File: src/rtl/ucl_pkg.sv
package ucl_pkg;
   typedef enum logic [3:0] {
      ST_IDLE,
      ST_ADDR,
      ST_REG,
      ST_CNT,
      ST_DATA,
      ST_ACK,
      ST_WAIT,
      ST_COMMIT,
      ST_RDATA
   } ucl_state_e;
endpackage

File: src/rtl/ucl_gap_timer.sv
module ucl_gap_timer #(
   parameter int SAT = 16,
   localparam int W  = $clog2(SAT + 1)
) (
   input  logic         clk,
   input  logic         rst_n,
   input  logic         bit_tick,
   input  logic         rx_active,
   input  logic         rx_valid,
   output logic [W-1:0] gap_cnt
);
   // counts idle bit times since the end of the last byte, saturating
   always_ff @(posedge clk or negedge rst_n) begin
      if (!rst_n)
         gap_cnt <= '0;
      else if (rx_valid)
         gap_cnt <= '0;
      else if (bit_tick && !rx_active && gap_cnt != W'(SAT))
         gap_cnt <= gap_cnt + 1'b1;
   end
endmodule

File: src/rtl/ucl_stage_buf.sv
module ucl_stage_buf #(
   parameter int DEPTH       = 8,
   parameter bit RESET_STAGE = 1'b0,
   localparam int IW         = (DEPTH > 1) ? $clog2(DEPTH) : 1
) (
   input  logic          clk,
   input  logic          rst_n,
   input  logic          wr_en,
   input  logic [IW-1:0] wr_idx,
   input  logic [7:0]    wr_data,
   input  logic [IW-1:0] rd_idx,
   output logic [7:0]    rd_data
);
   logic [7:0] slot [DEPTH];

   for (genvar g = 0; g < DEPTH; g++) begin : g_slot
      if (RESET_STAGE) begin : g_rst
         always_ff @(posedge clk or negedge rst_n) begin
            if (!rst_n)
               slot[g] <= '0;
            else if (wr_en && wr_idx == IW'(g))
               slot[g] <= wr_data;
         end
      end else begin : g_norst
         always_ff @(posedge clk) begin
            if (wr_en && wr_idx == IW'(g))
               slot[g] <= wr_data;
         end
      end
   end

   assign rd_data = slot[rd_idx];
endmodule

File: src/rtl/ucl_reg_slave.sv
module ucl_reg_slave #(
   parameter int       MAX_BURST   = 8,
   parameter int       GAP_LIMIT   = 4,
   parameter int       IDLE_MIN    = 16,
   parameter logic [7:0] SYNC_BYTE = 8'h79,
   parameter logic [7:0] ACK_BYTE  = 8'hC3,
   parameter bit       RESET_STAGE = 1'b0
) (
   input  logic       clk,
   input  logic       rst_n,
   input  logic       bit_tick,
   input  logic       rx_active,
   input  logic       rx_valid,
   input  logic [7:0] rx_data,
   input  logic       rx_perr,
   input  logic [6:0] dev_addr,
   output logic       tx_valid,
   output logic [7:0] tx_data,
   input  logic       tx_ready,
   input  logic       tx_done,
   output logic       reg_wr,
   output logic [7:0] reg_addr,
   output logic [7:0] reg_wdata,
   input  logic [7:0] reg_rdata
);
   import ucl_pkg::*;

   localparam int IW = (MAX_BURST > 1) ? $clog2(MAX_BURST) : 1;
   localparam int GW = $clog2(IDLE_MIN + 1);

   if (MAX_BURST < 1 || MAX_BURST > 255) begin : g_bad_burst
      $error("MAX_BURST must lie in 1..255");
   end
   if (GAP_LIMIT < 1 || GAP_LIMIT >= IDLE_MIN) begin : g_bad_gap
      $error("GAP_LIMIT must be at least 1 and below IDLE_MIN");
   end

   ucl_state_e  state;
   logic        is_read;
   logic [7:0]  base;
   logic [7:0]  cnt;
   logic [7:0]  idx;
   logic [GW-1:0] gap_cnt;
   logic [7:0]  stage_q;
   logic        stage_we;
   logic        last;
   logic        in_header;
   logic        late;
   logic        byte_ok;

   ucl_gap_timer #(.SAT(IDLE_MIN)) u_gap (
      .clk       (clk),
      .rst_n     (rst_n),
      .bit_tick  (bit_tick),
      .rx_active (rx_active),
      .rx_valid  (rx_valid),
      .gap_cnt   (gap_cnt)
   );

   ucl_stage_buf #(.DEPTH(MAX_BURST), .RESET_STAGE(RESET_STAGE)) u_stage (
      .clk     (clk),
      .rst_n   (rst_n),
      .wr_en   (stage_we),
      .wr_idx  (idx[IW-1:0]),
      .wr_data (rx_data),
      .rd_idx  (idx[IW-1:0]),
      .rd_data (stage_q)
   );

   assign last      = (idx == cnt - 8'd1);
   assign in_header = (state == ST_ADDR) || (state == ST_REG) ||
                      (state == ST_CNT)  || (state == ST_DATA);
   assign late      = gap_cnt > GW'(GAP_LIMIT);
   assign byte_ok   = rx_valid && !rx_perr;
   assign stage_we  = (state == ST_DATA) && byte_ok && !late;

   always_ff @(posedge clk or negedge rst_n) begin
      if (!rst_n) begin
         state   <= ST_IDLE;
         is_read <= 1'b0;
         base    <= '0;
         cnt     <= '0;
         idx     <= '0;
      end else if (in_header && (late || (rx_valid && rx_perr))) begin
         state <= ST_IDLE;
      end else begin
         unique case (state)
            ST_IDLE:
               if (byte_ok && rx_data == SYNC_BYTE && gap_cnt >= GW'(IDLE_MIN))
                  state <= ST_ADDR;
            ST_ADDR:
               if (rx_valid) begin
                  is_read <= rx_data[0];
                  state   <= (rx_data[7:1] == dev_addr) ? ST_REG : ST_IDLE;
               end
            ST_REG:
               if (rx_valid) begin
                  base  <= rx_data;
                  state <= ST_CNT;
               end
            ST_CNT:
               if (rx_valid) begin
                  cnt <= rx_data;
                  idx <= '0;
                  if (is_read || rx_data == 8'd0)
                     state <= ST_ACK;
                  else if (rx_data > 8'(MAX_BURST))
                     state <= ST_IDLE;
                  else
                     state <= ST_DATA;
               end
            ST_DATA:
               if (rx_valid) begin
                  idx <= idx + 8'd1;
                  if (last)
                     state <= ST_ACK;
               end
            ST_ACK:
               if (tx_ready) begin
                  idx <= '0;
                  if (!is_read)
                     state <= ST_WAIT;
                  else
                     state <= (cnt == 8'd0) ? ST_IDLE : ST_RDATA;
               end
            ST_WAIT:
               if (tx_done)
                  state <= (cnt == 8'd0) ? ST_IDLE : ST_COMMIT;
            ST_COMMIT: begin
               idx <= idx + 8'd1;
               if (last)
                  state <= ST_IDLE;
            end
            ST_RDATA:
               if (tx_ready) begin
                  idx <= idx + 8'd1;
                  if (last)
                     state <= ST_IDLE;
               end
            default: state <= ST_IDLE;
         endcase
      end
   end

   always_comb begin
      tx_valid  = 1'b0;
      tx_data   = ACK_BYTE;
      reg_wr    = 1'b0;
      reg_addr  = base + idx;
      reg_wdata = stage_q;
      if (state == ST_ACK) begin
         tx_valid = 1'b1;
      end else if (state == ST_RDATA) begin
         tx_valid = 1'b1;
         tx_data  = reg_rdata;
      end else if (state == ST_COMMIT) begin
         reg_wr = 1'b1;
      end
   end
endmodule

File: config.mk
export PLATFORM = sky130hd
export DESIGN_NAME = ucl_reg_slave
export DESIGN_NICKNAME = d
export VERILOG_FILES = /design/src/rtl/ucl_pkg.sv /design/src/rtl/ucl_gap_timer.sv /design/src/rtl/ucl_stage_buf.sv /design/src/rtl/ucl_reg_slave.sv
export SDC_FILE = /design/constraint.sdc
export NUM_CORES = 1
export LEC_CHECK = 0
export BUFFER_PORTS_ARGS = -buffer_cell sky130_fd_sc_hd__buf_2
export CAP_MARGIN = 20
export CORE_MARGIN = 5
export CORE_UTILIZATION = 55
export CTS_BUF_LIST = sky130_fd_sc_hd__clkbuf_16
export DETAILED_ROUTE_END_ITERATION = 7
export GPL_TIMING_DRIVEN = 0
export PLACE_DENSITY = 0.79
export SLEW_MARGIN = 40
export SYNTH_ARGS = -nofsm -noshare
export SYNTH_HDL_FRONTEND = slang
export SYNTH_HIERARCHICAL = 1
export SYNTH_SLANG_ARGS = --single-unit
File: constraint.sdc
create_clock -name clk -period 5.7 [get_ports clk]
set_clock_uncertainty 0.15 [all_clocks]
set_input_delay 0 -clock clk [delete_from_list [all_inputs] [get_ports clk]]
set_output_delay 0 -clock clk [all_outputs]
set_load 0.01 [all_outputs]
==> results of run 1 <==
-- routing by layer --
metal | part of all wire [%] | vias to the layer above
met3 | 5.0 | 14
met5 | 0 | -
met1 | 42 | 1692
li1 | - | 1616
met2 | 52 | 90
met4 | 1.1 | 0
-- cell usage in the layout, fill, tap and decap left out, drive strengths merged, types with 7 or more instances in the layout --
master / n
ha: 11
clkbuf: 11
mux4: 16
edfxtp: 64
nand2: 20
nand3: 7
nand2b: 21
nor3: 7
a21oi: 7
xnor2: 18
dlygate4sd3: 14
mux2: 26
inv: 16
nor2: 27
o21ai: 21
dfrtp: 34
buf: 65
-- flip-flops by register name (all words and copies together), names as in the netlist --
register,count
base,8
cnt,8
idx,8
is_read,1
state,4
u_gap/gap_cnt,5
u_stage/slot,64
-- stage by stage --
stage	setup WS [ps]	hold WS (ps)
after floorplan	3490	-446
after global placement	3040	-42.4
after detailed placement	3100	-34.5
after CTS	2840	19.9
after global routing	2620	30.9
final	2860	-6.29
-- cells by family (layout without fill, tap and decap cells) --
| group | Yosys count | after routing | synth area share, % |
|---|---|---|---|
| DFF | 98 | 98 | 54.6 |
| AOI/OAI and AO/OA | 59 | 59 | 8.16 |
| buffers and inverters | 24 | 110 | 2.44 |
| xor gates and xnor gates | 23 | 23 | 3.97 |
| and+or+nand+nor | 120 | 120 | 12.8 |
| muxes | 46 | 46 | 14.8 |
| adders and majority gates | 12 | 12 | 3.11 |
-- cell type report --
type                    instances  area, sq um
fillers                       697         3170
clock inverters                 7         61.3
repair buffers                 70          423
well taps                     111          139
plain buffers                  11         75.1
multi-input cells             260         2190
flip-flops and latches         98         2770
clock buffers                   9          225
inverters                      13         48.8
-- power by group through the flow --
stage                     clock [mW]  combinational (mW)  sequential, mW
final                          0.577               0.363           0.833
after global routing           0.619               0.400           0.838
after CTS                      0.584               0.362           0.832
after detailed placement           0               0.353           0.846
after global placement             0               0.344           0.843
after floorplan                    0               0.261           0.835
-- worst max-delay path: stages, from the launching register on --
cell and delay, ps:
dfrtp_1 650, ha_1 260, inv_1 50, fa_1 400, nor2b_1 120, o21ai_0 100, a21boi_0 300, o21a_1 160
nor2_1 50, xnor2_1 120, buf_2 150
-- how the worst max path moves through the flow --
stage / startpoint / endpoint / slack, ps / cells past startpoint
4_1_cts: idx[0] / reg_addr[6] / 2840 / 10
3_3_place_gp: u_gap/gap_cnt[0] / u_stage/slot[2][2] / 3040 / 5
5_1_grt: idx[0] / reg_addr[6] / 2620 / 10
6_report: idx[0] / reg_addr[6] / 2860 / 10
2_1_floorplan: state[3] / u_stage/slot[2][0] / 3490 / 6
3_5_place_dp: u_gap/gap_cnt[0] / base[1] / 3100 / 6
==> results.toml, run 1 <==
[floorplan]
die_w_microns = 106
dieArea_sq_um = 11200
coreArea_sq_um = 9110
start_util_pct = 55.7
die_y_microns = 106
io_pins = 57
rows = 35

[logic_synthesis]
syn_nets = 425
netlist.area_leader.share_pct = 37.9
synth.distinct_cells = 67
async_reset_ff_share_pct = 34.7
yosysSeqAreaShare_pct = 54.6
syn_inst = 382
syn-cell-area_sq_um = 5070
synthFlopType = "edfxtp_1"
synth_edf_count = 64
yosysMostFrequentCell = "edfxtp_1"
ys_warn_count = 6
yosys-top-cells-area = "edfxtp_1 38%, dfrtp_1 17%, mux4_1 7.8%, mux2_2 4.2%, xnor2_1 3.1%"
synth-seq-cells = 98
avgSynthCellArea_sq_um = 13.3
synthTopCellsByCount = "64 x edfxtp_1, 34 x dfrtp_1, 26 x nor2_1"
yosysTopAreaCell = "edfxtp_1"

[place]
port_buffers = 56
place_area_sq_um = 5500
place_hpwl_mm = 7.35
place_congestion = 0.880
dp.cells = 549

[clock_tree]
clock-sinks = 98
cts_setup_buffers = 0
clk_path_buf_depth = 2
cts_hold_buf = 14
path_clk_slew_ps = 70
cts_buffers = 9
cts-resized-gates = 0
cts.htree.levels = 3
clk_latency_ps = 340
cts_tree = "built"
clock-root-buffer = "clkbuf_16"

[hold_path]
hp-class = "input port to asynchronous set/reset pin"

[global_route]
grtUsageTotal_pct = 19.7
grt_start_max_net_pins = 35
grt_use_met3_pct = 3.46
grt_overflow = 0
use_met1_pct = 26.2
grt_pass1_vias = 3463
grt.busiest_layer = "met2"
grt.met2_usage_pct = 34.2
grt_pass1_wl_mm = 17.4
antenna_found_initial = 0

[power_and_ir_drop]
p_seq_share_pct = 47.0
worst_ir_drop_vdd_mv = 0.252
p_sw_mw = 0.499
powerDensity_nw_per_um2 = 299
p_int_mw = 1.27
leakage_nw = 2.35
pwr-share-clk_pct = 32.6
total_power_mw = 1.77
p_sw_share_pct = 28.1
p_comb_share_pct = 20.4

[critical_path]
crit_path_end_kind = "primary output"
crit_arrival_ps = 2690
timing.rr.end = "base[5]"
crit_fanout = 12
crit_path_start_kind = "register"
ff2ff_setup_slack_ps = 3040
criticalPathCategory = "register to primary output"
required_ps = 5550
rr_worst_depth = 6
reg2reg_from = "u_gap/gap_cnt[0]"

[status]
status = "finished, violations left"
violations = "negative hold slack"

[drt]
postRouteWirelength_mm = 10.8
route.detailed.drc = 0
routed_via_density = 5.89
vias = 3412
drt_iter0_markers = 211
routedWlPerCell_microns = 18.7
ant_nets = 0
firstDrtPassIters = 4

[finish]
area_growth_pct = 17.0
fin_util_pct = 65.2
fin_cells = 579
layout.nets = 506
diodes = 0
drive_gt1_share_pct = 24.4
fin_area_sq_um = 5940

[timing]
rsz0062_at_grt = "false"
final.setup.tns_ps = 0
worst_pin_slew_ps = 783
relSlewSlack_pct = 47.6
setup_viol = 0
hold_viol_final = 6
min_period_over_period_pct = 49.9
slew_viol_final = 0
period_minus_slack_ps = 2840
max_freq_mhz = 352
hold-worst-slack_ps = -6.29

[job]
maxCapViolCount = 0
Note: power is estimated with default switching activity, not from simulation.
==> run 2: changes to the inputs <==
- clock period: 5.7 -> 2.97 ns (I/O delays scaled with it)
==> results.toml, run 2 (synthesis gave the netlist of run 1 again) <==
[status]
status = "finished, violations left"
violations = "negative hold slack"

[finish]
final_cell_mix = "64 x edfxtp_1, 60 x buf_2, 33 x dfrtp_1"
largest_reg_flops = 64
fin_area_sq_um = 5940
top_register = "u_stage/slot"
layout_commonest_cell = "edfxtp_1"
n_fill_cell = 697
diodes = 0
drive_gt1_share_pct = 24.6
layout.nets = 506
area_growth_pct = 17.0

[timing]
min_period_over_period_pct = 90.4
hold-worst-slack_ps = -6.27
worst_pin_slew_ps = 786
period_minus_slack_ps = 2680
max_freq_mhz = 373
final.setup.tns_ps = 0
rsz0062_at_grt = "false"
relSlewSlack_pct = 47.4
hold_viol_final = 6
setup_viol = 0
slew_viol_final = 0

[drt]
vias = 3401
routedWlPerCell_microns = 18.6
ant_nets = 0
routed_via_density = 5.87
route.detailed.drc = 0
postRouteWirelength_mm = 10.8
firstDrtPassIters = 4
drt_iter0_markers = 205

[floorplan]
start_util_pct = 55.7
dieArea_sq_um = 11200
die_y_microns = 106
coreArea_sq_um = 9110
io_pins = 57
die_w_microns = 106
rows = 35

[global_route]
grt_start_max_net_pins = 35
grtUsageTotal_pct = 19.7
antenna_found_initial = 0
grt_pass1_wl_mm = 17.4
grt_overflow = 0
grt_pass1_vias = 3463

[power_and_ir_drop]
leakage_nw = 2.35
worst_ir_drop_vdd_mv = 0.482
powerDensity_nw_per_um2 = 573

[place]
place_area_sq_um = 5500
place_congestion = 0.880
port_buffers = 56
place_hpwl_mm = 7.35

[critical_path]
crit_fanout = 12
crit_start = "idx[0]"
required_ps = 2820
crit_path_end_kind = "primary output"
criticalPathCategory = "register to primary output"
crit_path_start_kind = "register"
crit_arrival_ps = 2530
reg2reg_from = "u_gap/gap_cnt[0]"

[job]
maxCapViolCount = 0

[clock_tree]
clk_latency_ps = 340
cts_buffers = 9
path_clk_slew_ps = 70
clock-sinks = 98
cts.htree.levels = 3
clock-root-buffer = "clkbuf_16"
cts_tree = "built"
clk_path_buf_depth = 2
cts_setup_buffers = 0

[hold_path]
hp-class = "input port to asynchronous set/reset pin"
-- run 2: cell counts in the layout (fill, tap and decap cells not counted) --
Identical to the previous run, type by type.
-- run 2: area by class of cell --
type / instances / area (sq um) / area share (%)
buffer: 11 / 75.1 / 1.26
clock buffer: 9 / 225 / 3.79
clock inverter: 7 / 61.3 / 1.03
inverter: 13 / 48.8 / 0.822
multi-input combinational: 260 / 2190 / 36.9
sequential: 98 / 2770 / 46.7
tap: 111 / 139 / 2.34
timing repair buffer: 70 / 423 / 7.12
-- run 2: report_power, final --
group	switching [mW]	leakage [nW]	internal, mW
Sequential	0.0747	1.04	1.52
Clock	0.523	0.141	0.584
Combinational	0.357	1.17	0.337
-- run 2: per-layer routing --
layer  vias to the layer above  global-route usage [%]  routed length [microns]
met1                      1695                    26.2                     4590
li1                       1612                       -                        -
met2                        78                    34.2                     5590
met3                        16                    3.46                      470
met4                         0                    4.44                      127
met5                         -                       0                        0
-- run 2: final timing paths --
kind	endpoint	slack, ps	cells after the start
worst max-delay path	reg_addr[6]	290	10
worst min-delay path	u_gap/gap_cnt[1]	-6	2
worst max register to register	base[5]	340	6
worst min register to register	base[2]	370	1
max in group asynchronous	idx[0]	2340	2
min in group clk	state[3]	20	4
-- run 2: per-stage QoR --
step	cells	power [mW]	worst slack [ps]	utilization, %
floorplan	382	2.10	760	-
global placement	549	2.28	310	60.3
detailed placement	549	2.30	375	60.4
CTS	579	3.41	113	65.1
global route	579	3.57	70.2	65.2
finish	579	3.40	286	65.2
-- run 2: what timing repair did --
item,in CTS,in global routing
resized for setup,0,1
hold buffers,14,0
setup endpoints to repair,0,1
endpoints found under the hold margin,110,0
-- run 2: critical path, stage by stage (launching register included) --
cell      delay (ps)
dfrtp_2          530
ha_1             220
inv_1             50
fa_1             390
nor2b_1          120
o21ai_0          100
a21boi_0         300
o21a_1           160
nor2_1            50
xnor2_1          130
buf_2            150
